==> src/rtl/crcu_pkg.sv <==
package crcu_pkg;
    localparam int CRC_W  = 32;
    localparam int LANE_W = 8;
    localparam int LANES  = CRC_W / LANE_W;
    localparam int ADDR_W = 5;

    localparam logic [ADDR_W-1:0] OFS_DATA = 5'h00;
    localparam logic [ADDR_W-1:0] OFS_CTRL = 5'h08;
    localparam logic [ADDR_W-1:0] OFS_SEED = 5'h10;
    localparam logic [ADDR_W-1:0] OFS_POLY = 5'h14;

    localparam logic [CRC_W-1:0] SEED_RST = 32'hFFFF_FFFF;
    localparam logic [CRC_W-1:0] POLY_RST = 32'h04C1_1DB7;

    localparam int CTL_RESTART = 0;
    localparam int CTL_MODE_LO = 5;
    localparam int CTL_OUT_REV = 7;

    typedef enum logic [1:0] {
        IN_PLAIN    = 2'b00,
        IN_REV_BYTE = 2'b01,
        IN_REV_HALF = 2'b10,
        IN_REV_WORD = 2'b11
    } in_shape_e;

    typedef struct packed {
        logic [CRC_W-1:0] crc;
        logic [CRC_W-1:0] seed;
        logic [CRC_W-1:0] poly;
        in_shape_e        shape;
        logic             out_rev;
    } crcu_state_t;
endpackage

==> src/rtl/crcu_group_rev.sv <==
module crcu_group_rev #(
    parameter int WIDTH = 32,
    parameter int GROUP = 8
) (
    input  logic [WIDTH-1:0] din,
    output logic [WIDTH-1:0] dout
);
    localparam int NGRP = WIDTH / GROUP;

    for (genvar g = 0; g < NGRP; g++) begin : g_grp
        for (genvar b = 0; b < GROUP; b++) begin : g_bit
            assign dout[g*GROUP + b] = din[g*GROUP + GROUP - 1 - b];
        end
    end
endmodule

==> src/rtl/crcu_fold.sv <==
module crcu_fold #(
    parameter int CRC_W = 32,
    parameter int STEPS = 32
) (
    input  logic [CRC_W-1:0] crc_in,
    input  logic [CRC_W-1:0] poly,
    input  logic [STEPS-1:0] din,
    output logic [CRC_W-1:0] crc_out
);
    logic [STEPS:0][CRC_W-1:0] chain;

    assign chain[0] = crc_in;

    // one shift-and-reduce stage per data bit, MSB first
    for (genvar s = 0; s < STEPS; s++) begin : g_step
        logic fb;
        assign fb = chain[s][CRC_W-1] ^ din[STEPS-1-s];
        assign chain[s+1] = {chain[s][CRC_W-2:0], 1'b0} ^ (fb ? poly : '0);
    end

    assign crc_out = chain[STEPS];
endmodule

==> src/rtl/crc_mmio_unit.sv <==
module crc_mmio_unit
    import crcu_pkg::*;
#(
    parameter int DW   = CRC_W,
    parameter int LW   = LANE_W,
    parameter int AW   = ADDR_W,
    localparam int BEW = DW / LW
) (
    input  logic          clk,
    input  logic          rst_n,
    input  logic          bus_sel,
    input  logic          bus_wr,
    input  logic [AW-1:0] bus_addr,
    input  logic [BEW-1:0] bus_be,
    input  logic [DW-1:0] bus_wdata,
    output logic [DW-1:0] bus_rdata
);
    crcu_state_t st_d, st_q;

    logic          wr_hit;
    logic          data_wr, ctrl_wr, seed_wr, poly_wr;
    logic          word_full, byte_hit;
    logic [DW-1:0] rev8_w, rev16_w, rev32_w, crc_rev;
    logic [DW-1:0] word_shaped, byte_src;
    logic [LW-1:0] lane_byte;
    logic [DW-1:0] word_next, byte_next;

    assign wr_hit  = bus_sel & bus_wr;
    assign data_wr = wr_hit & (bus_addr == OFS_DATA);
    assign ctrl_wr = wr_hit & (bus_addr == OFS_CTRL) & bus_be[0];
    assign seed_wr = wr_hit & (bus_addr == OFS_SEED);
    assign poly_wr = wr_hit & (bus_addr == OFS_POLY);
    assign word_full = &bus_be;

    crcu_group_rev #(.WIDTH(DW), .GROUP(LW))   u_rev8  (.din(bus_wdata), .dout(rev8_w));
    crcu_group_rev #(.WIDTH(DW), .GROUP(2*LW)) u_rev16 (.din(bus_wdata), .dout(rev16_w));
    crcu_group_rev #(.WIDTH(DW), .GROUP(DW))   u_rev32 (.din(bus_wdata), .dout(rev32_w));
    crcu_group_rev #(.WIDTH(DW), .GROUP(DW))   u_revo  (.din(st_q.crc), .dout(crc_rev));

    always_comb begin
        unique case (st_q.shape)
            IN_REV_BYTE: word_shaped = rev8_w;
            IN_REV_HALF: word_shaped = rev16_w;
            IN_REV_WORD: word_shaped = rev32_w;
            default:     word_shaped = bus_wdata;
        endcase
    end

    assign byte_src = (st_q.shape == IN_PLAIN) ? bus_wdata : rev8_w;

    always_comb begin
        byte_hit  = 1'b0;
        lane_byte = '0;
        for (int i = 0; i < BEW; i++) begin
            if (bus_be == (BEW'(1) << i)) begin
                byte_hit  = 1'b1;
                lane_byte = byte_src[i*LW +: LW];
            end
        end
    end

    crcu_fold #(.CRC_W(DW), .STEPS(DW)) u_fold_word (
        .crc_in(st_q.crc), .poly(st_q.poly), .din(word_shaped), .crc_out(word_next)
    );
    crcu_fold #(.CRC_W(DW), .STEPS(LW)) u_fold_byte (
        .crc_in(st_q.crc), .poly(st_q.poly), .din(lane_byte), .crc_out(byte_next)
    );

    always_comb begin
        st_d = st_q;
        if (data_wr && word_full) begin
            st_d.crc = word_next;
        end else if (data_wr && byte_hit) begin
            st_d.crc = byte_next;
        end
        if (ctrl_wr) begin
            st_d.shape   = in_shape_e'(bus_wdata[CTL_MODE_LO +: 2]);
            st_d.out_rev = bus_wdata[CTL_OUT_REV];
            if (bus_wdata[CTL_RESTART]) begin
                st_d.crc = st_q.seed;
            end
        end
        for (int i = 0; i < BEW; i++) begin
            if (seed_wr && bus_be[i]) st_d.seed[i*LW +: LW] = bus_wdata[i*LW +: LW];
            if (poly_wr && bus_be[i]) st_d.poly[i*LW +: LW] = bus_wdata[i*LW +: LW];
        end
    end

    always_ff @(posedge clk or negedge rst_n) begin
        if (!rst_n) begin
            st_q.crc     <= SEED_RST;
            st_q.seed    <= SEED_RST;
            st_q.poly    <= POLY_RST;
            st_q.shape   <= IN_PLAIN;
            st_q.out_rev <= 1'b0;
        end else begin
            st_q <= st_d;
        end
    end

    always_comb begin
        bus_rdata = '0;
        unique case (bus_addr)
            OFS_DATA: bus_rdata = st_q.out_rev ? crc_rev : st_q.crc;
            OFS_CTRL: begin
                bus_rdata[CTL_MODE_LO +: 2] = st_q.shape;
                bus_rdata[CTL_OUT_REV]      = st_q.out_rev;
            end
            OFS_SEED: bus_rdata = st_q.seed;
            OFS_POLY: bus_rdata = st_q.poly;
            default:  bus_rdata = '0;
        endcase
    end

    assert_restart_loads_seed_R3: assert property (@(posedge clk) disable iff (!rst_n)
        (ctrl_wr && bus_wdata[CTL_RESTART]) |=> (st_q.crc == $past(st_q.seed)));

    assert_cfg_keeps_crc_R8: assert property (@(posedge clk) disable iff (!rst_n)
        (ctrl_wr && !bus_wdata[CTL_RESTART]) |=> (st_q.crc == $past(st_q.crc)));

    assert_bad_strobe_ignored_R5: assert property (@(posedge clk) disable iff (!rst_n)
        (data_wr && !word_full && ($countones(bus_be) != 1)) |=> $stable(st_q.crc));

    assert_seed_write_R2: assert property (@(posedge clk) disable iff (!rst_n)
        (seed_wr && word_full) |=> (st_q.seed == $past(bus_wdata)));

    assert_no_write_hold_R10: assert property (@(posedge clk) disable iff (!rst_n)
        !wr_hit |=> ($stable(st_q.crc) && $stable(st_q.poly) && $stable(st_q.seed)));
endmodule

==> config.mk <==
export PLATFORM = sky130hd
export DESIGN_NAME = crc_mmio_unit
export DESIGN_NICKNAME = d
export VERILOG_FILES = /design/src/rtl/crcu_pkg.sv /design/src/rtl/crcu_group_rev.sv /design/src/rtl/crcu_fold.sv /design/src/rtl/crc_mmio_unit.sv
export SDC_FILE = /design/constraint.sdc
export NUM_CORES = 2
export LEC_CHECK = 0
export BUFFER_PORTS_ARGS = -buffer_cell sky130_fd_sc_hd__buf_2
export CAP_MARGIN = 20
export CELL_PAD_IN_SITES_DETAIL_PLACEMENT = 1
export CELL_PAD_IN_SITES_GLOBAL_PLACEMENT = 1
export CORE_UTILIZATION = 52
export DETAILED_ROUTE_END_ITERATION = 8
export GPL_ROUTABILITY_DRIVEN = 0
export PLACE_DENSITY_LB_ADDON = 0.1
export SYNTH_ARGS = -nofsm -noshare
export SYNTH_HDL_FRONTEND = slang
export SYNTH_SLANG_ARGS = --single-unit
==> constraint.sdc <==
create_clock -name clk -period 38.7 [get_ports clk]
set_input_delay 1.935 -clock clk [delete_from_list [all_inputs] [get_ports clk]]
set_output_delay 1.935 -clock clk [all_outputs]
set_load 0.03 [all_outputs]
### Yosys cells after proc, flatten, opt, wreduce, memory -nomap -nowiden

Cells that the tools add are included.

* eq/ne operators: 10
* multiplexer cells: 58
* bitwise logic cells: 86
* reduce and logical (&&, ||, !) cells: 13

Operators by type and width (count)
* two-way mux 32 bit: 46
* XOR 32 bit: 40
* one-hot mux 32 bit (3 select lines): 1
* one-hot mux 24 bit (3 select lines): 1
* XOR 1 bit: 40
* two-way mux 8 bit: 4
* one-hot mux 5 bit (3 select lines): 1
* one-hot mux 3 bit (4 select lines): 1
* == test 5 bit (second input constant): 2
* logical AND 1 bit: 10
* AND 1 bit: 6
* == test 5 x 4 -> 1 bit (second input constant): 1
* logical NOT 5 bit: 1
* == test 2 bit (second input constant): 2
* == test 4 x 1 -> 1 bit (second input constant): 1
* == test 4 x 2 -> 1 bit (second input constant): 1
* == test 4 x 3 -> 1 bit (second input constant): 1
* == test 4 bit (second input constant): 1
* two-way mux 1 bit: 4
* AND reduction 4 bit: 1
* == test 2 x 1 -> 1 bit (second input constant): 1
* logical NOT 2 bit: 1

* flip-flop bits (word level): 99
* input bits: 45
* word-level logic and storage cells: 178

### Longest topological paths before layout

* word-level depth: 101
* mapped depth: 59

### Modules after synthesis

From an unflattened synthesis, not the netlist that was laid out.

* cells, all modules: 4517
* area, all modules: 32319.7 µm²

Modules (own cells, without submodules)
* crcu_fold (u_fold_word): times used 1, cells each 3018, area an instance 19225.9 µm², sequential area each 0.0 µm²
* crc_mmio_unit: times used 1, cells each 729, area an instance 7557.2 µm², sequential area each 2575.0 µm²
* crcu_fold (u_fold_byte): times used 1, cells each 642, area an instance 4575.6 µm², sequential area each 0.0 µm²
* crcu_group_rev: times used 4, cells each 32, area an instance 240.2 µm², sequential area each 0.0 µm²

### Worst setup path before layout

Ideal clock, no wire load.

* path kind: input to register
* start point: input bus_wdata[2]
* end point: register st_q[81] in the netlist's numbering
* library setup time: 73 ps
* arrival time: 13982 ps
* required time: 38627 ps
* slack: 24645 ps
* stages: 50
* cell sequence: mux4_2 > xnor2_2 > or3_1 > nand2_1 > buf_4 > o211ai_1 > and4_1 > clkbuf_2 > or3_1 > and4_1 > o21ai_1 > xor3_1 > mux2i_1 > a211oi_1 > or3_1 > clkbuf_2 > a2111oi_2 > a211oi_1 > [14 not listed] > a31o_2 > and4_4 > o31a_1 > or2_1 > buf_2 > a21o_1 > a31o_1 > o31a_1 > a2111o_1 > a211oi_4 > o211ai_1 > and4_4 > o31ai_1 > nor2b_1 > buf_6 > nand2_2 > xnor3_1 > a21oi_1

RTL lines
* from (decl): line crc_mmio_unit.sv:15 `input logic [DW-1:0] bus_wdata,`
* to (signal assigned): line crc_mmio_unit.sv:97 `st_q <= st_d;`
* to (decl): line crc_mmio_unit.sv:18 `crcu_state_t st_d, st_q;`

==> impl_results.rst <==
.. list-table::
   :header-rows: 1

   * - Metric
     - Value
   * - TritonCTS clock tree
     - yes
   * - Kind of cell adding the most delay to the critical path
     - compound AO/OA/AOI/OAI gates
   * - Fin. max-slew vios
     - 0
   * - Sum of net half-perimeters after detailed placement
     - 86,000 um
   * - Critical setup path kind
     - in2reg
   * - Proportion of layout cells with a drive suffix above 1
     - 12.6%
   * - Setup repair after global routing missed its margin
     - no
   * - I/O pin count
     - 77
   * - Gate count of the mapped netlist
     - 4,220
   * - Maximum number of pins on one net before global-route repair
     - 65
   * - Die extent in y
     - 239 um
   * - Number of DRC violations after detailed-routing iteration 0
     - 3,230
   * - Number of vias after detailed routing
     - 31,700
   * - Flip-flop count of the largest register, all copies and words added
     - 99
   * - Worst min-delay path category
     - reg2reg
   * - Async S/R FF share, synth
     - 100%
   * - TritonCTS buffer count
     - 9
   * - Cell mode on critical path
     - sky130_fd_sc_hd__a21oi_1
   * - Placeable core region
     - 0.0553 sq mm
   * - Max Clk Rate
     - 0.0542 GHz
   * - Synth unique cells
     - 121
   * - Antenna-violating nets left
     - 0
   * - Final Hold Violating Endpoints
     - 0
   * - Total area of multi-input combinational cells
     - 0.0251 sq mm
   * - Setup TNS after final layout
     - 0 ns
   * - CP max FO
     - 39
   * - Area of the die
     - 0.0571 sq mm
   * - Critical Path Start Type
     - input pin
   * - Sequential cell area
     - 0.00260 sq mm
   * - Shortest period the worst path allows
     - 18.46 ns
   * - Number of nets in the final layout
     - 4,042
   * - Cells resized by post-CTS repair
     - 0
   * - Placement row count
     - 86
   * - Total of endpoints with negative setup slack in the final report
     - 0
   * - Routed wirelength normalized by instance count
     - 27.0 um
   * - Global-route wire length before repair
     - 194,000 um
   * - Global router's overall resource usage
     - 44.2%
   * - YS warnings
     - 0
   * - Signal arrival time at the worst endpoint
     - 18.75 ns
   * - Result of the run
     - finished, final reports clean
   * - Slew at the pin closest to its max-slew limit
     - 1.27 ns
   * - WP data required
     - 38.98 ns
   * - Worst Setup Slack, final
     - 20.24 ns
   * - Antenna violations before repair
     - 3
   * - Cell with the largest stage delay on the worst path
     - sky130_fd_sc_hd__nor2_2
   * - Hold_buf cts
     - 0
   * - Sort of element at the end of the critical path
     - register
   * - Worst-skew pair later-pin latency
     - 0.37 ns
   * - Max cap viols
     - 0
   * - Final clock skew
     - 0.0118 ns
   * - Mean instance size in the synthesized netlist
     - 6.92 sq um
   * - Worst slack at placement
     - 20.28 ns
   * - Biggest registers after layout
     - st_q x99
   * - Cell at the root of the clock tree
     - sky130_fd_sc_hd__clkbuf_16
   * - Most flop-heavy register
     - st_q
   * - First-pass detailed-route iteration total
     - 6
   * - Vias per cell
     - 6.66
   * - Final Routed Wirelength
     - 128,000 um
   * - Delay of the slowest critical-path stage
     - 0.86 ns
   * - Netlist Area Pre-Place
     - 0.0292 sq mm
   * - Die width
     - 239 um
   * - Share of the yosys chip area belonging to registers
     - 8.82%
   * - Deepest level of the CTS H-tree
     - 3
   * - Layout-stage area growth over the synthesis result
     - 2.95%
   * - Share of the cycle needed by the critical path after routing
     - 47.7%
   * - Effective utilization at floorplan
     - 52.8%
   * - Post-synthesis register bit count
     - 99
   * - Predominant post-synthesis flop cell
     - sky130_fd_sc_hd__dfstp_2
   * - Post-CTS setup-driven buffer insertion count
     - 0
   * - Final core occ
     - 54.4%
   * - Buffers on Ports
     - 76
   * - Number of global-route vias before repair
     - 30,600
   * - Number of enable-type register cells in the synthesized netlist
     - 0
   * - Total clock sinks
     - 99
   * - Net count after synthesis
     - 4,265
   * - Fillcell total
     - 7,284
   * - Congestion Overflow GR
     - 0
   * - Clock slew seen by the registers of the worst setup and hold paths
     - 0.07 ns
   * - Tightest slew margin relative to the limit
     - 15.1%
   * - DR DRC count
     - 0
   * - Maximum buffer depth of the clock tree
     - 2
   * - Bufs and invs on worst path
     - 3
logic make-up (layout without fill, tap and decap cells):
logic type	Yosys count	after routing	synth area share, %
multiplexers	194	194	8.31
flip-flops	99	99	8.82
XOR/XNOR	1116	1116	35.1
other	0	2	0
buffers and inverters	425	207	5.94
AO/OA/AOI/OAI	810	810	18.7
AND/OR/NAND/NOR	1576	1576	23.1
Yosys cell counts, types with 7 or more instances:
cell type / n / area share (%)
sky130_fd_sc_hd__a211o_1: 11 / 0.33
sky130_fd_sc_hd__a211oi_1: 27 / 0.69
sky130_fd_sc_hd__a21o_1: 15 / 0.39
sky130_fd_sc_hd__a21oi_1: 182 / 3.1
sky130_fd_sc_hd__a221oi_1: 8 / 0.24
sky130_fd_sc_hd__a22o_1: 13 / 0.39
sky130_fd_sc_hd__a22oi_1: 33 / 0.85
sky130_fd_sc_hd__a31oi_1: 19 / 0.41
sky130_fd_sc_hd__a32oi_1: 67 / 2.0
sky130_fd_sc_hd__and2_1: 21 / 0.45
sky130_fd_sc_hd__and3_1: 16 / 0.34
sky130_fd_sc_hd__and4_1: 9 / 0.27
sky130_fd_sc_hd__buf_1: 81 / 1.0
sky130_fd_sc_hd__buf_2: 70 / 1.2
sky130_fd_sc_hd__clkbuf_1: 252 / 3.2
sky130_fd_sc_hd__dfrtp_1: 21 / 1.8
sky130_fd_sc_hd__dfstp_2: 78 / 7.0
sky130_fd_sc_hd__inv_1: 12 / 0.15
sky130_fd_sc_hd__mux2_2: 72 / 2.8
sky130_fd_sc_hd__mux2i_1: 89 / 3.1
sky130_fd_sc_hd__mux4_2: 31 / 2.4
sky130_fd_sc_hd__nand2_1: 1152 / 15
sky130_fd_sc_hd__nand2_2: 11 / 0.24
sky130_fd_sc_hd__nand2b_1: 13 / 0.28
sky130_fd_sc_hd__nand3_1: 84 / 1.4
sky130_fd_sc_hd__nand3b_1: 10 / 0.26
sky130_fd_sc_hd__nand4_1: 17 / 0.36
sky130_fd_sc_hd__nor2_1: 111 / 1.4
sky130_fd_sc_hd__nor2b_1: 17 / 0.36
sky130_fd_sc_hd__nor3_1: 31 / 0.53
sky130_fd_sc_hd__nor4_1: 17 / 0.36
sky130_fd_sc_hd__o211ai_1: 52 / 1.3
sky130_fd_sc_hd__o21a_1: 9 / 0.23
sky130_fd_sc_hd__o21ai_0: 160 / 2.7
sky130_fd_sc_hd__o21ai_1: 20 / 0.34
sky130_fd_sc_hd__o221ai_1: 7 / 0.21
sky130_fd_sc_hd__o22ai_1: 88 / 1.9
sky130_fd_sc_hd__o31a_1: 7 / 0.21
sky130_fd_sc_hd__or3_1: 18 / 0.39
sky130_fd_sc_hd__xnor2_1: 1001 / 30
sky130_fd_sc_hd__xnor3_1: 26 / 2.0
sky130_fd_sc_hd__xor2_1: 80 / 2.4
final timing paths:
| kind | from | endpoint | slack [ns] | cells past startpoint |
|---|---|---|---|---|
| worst max-delay path | bus_wdata[2] | st_q[79] | 20.24 | 48 |
| worst min-delay path | st_q[35] | st_q[67] | 0.56 | 2 |
| worst max register to register | st_q[33] | st_q[79] | 21.00 | 49 |
| worst min register to register | st_q[35] | st_q[67] | 0.56 | 2 |
| max in group asynchronous | rst_n | st_q[71] | 35.94 | 2 |
| min in group asynchronous | rst_n | st_q[33] | 1.59 | 1 |
through the flow:
| step | area (sq um) | hold WS [ns] | std cells |
|---|---|---|---|
| final | 30100 | 0.560 | 4752 |
| after floorplan | 29200 | 0.485 | 4220 |
| after global routing | 30100 | 0.564 | 4750 |
| after CTS | 30000 | 0.557 | 4748 |
| after detailed placement | 29800 | 0.539 | 4732 |
| after global placement | 29800 | 0.524 | 4732 |
routing by layer:
layer	track usage [%]	part of all wire (%)
met5	0	0.011
met4	32.8	8.5
met3	7.98	9.7
met2	65.9	42
met1	56.9	40
area by class of cell:
| class | instances | share of cell area [%] |
|---|---|---|
| clock inverters | 3 | 0.0583 |
| diodes | 2 | 0.0166 |
| inverters | 13 | 0.162 |
| repair buffers | 178 | 3.86 |
| multi-input cells | 3696 | 83.3 |
| well taps | 748 | 3.11 |
| clock buffers | 13 | 0.799 |
| flip-flops and latches | 99 | 8.66 |
layout by cell type (no fill, tap or decap), drive strengths merged, types with 17 or more instances in the layout:
cell / Yosys / routed
nand2: 1163 / 1163
xnor2: 1006 / 1006
a21oi: 185 / 185
o21ai: 182 / 182
buf: 158 / 178
nor2: 117 / 117
mux2i: 91 / 91
o22ai: 88 / 88
nand3: 85 / 85
xor2: 80 / 80
dfstp: 78 / 78
mux2: 72 / 72
a32oi: 68 / 68
o211ai: 54 / 54
nor3: 36 / 36
a22oi: 33 / 33
mux4: 31 / 31
a211oi: 30 / 30
xnor3: 27 / 27
and2: 24 / 24
a31oi: 21 / 21
dfrtp: 21 / 21
nor4: 21 / 21
nand4: 19 / 19
or3: 18 / 18
nor2b: 17 / 17
and3: 17 / 17
worst min-delay path, cell delays in order (launching register included):
cell and delay [ns]:
sky130_fd_sc_hd__dfstp_2 0.40, sky130_fd_sc_hd__nor2_1 0.11, sky130_fd_sc_hd__nor2_1 0.05
Power is left out: the tool's default activity adds up to more than one toggle a clock period on the data nets, which glitch-free logic cannot reach.
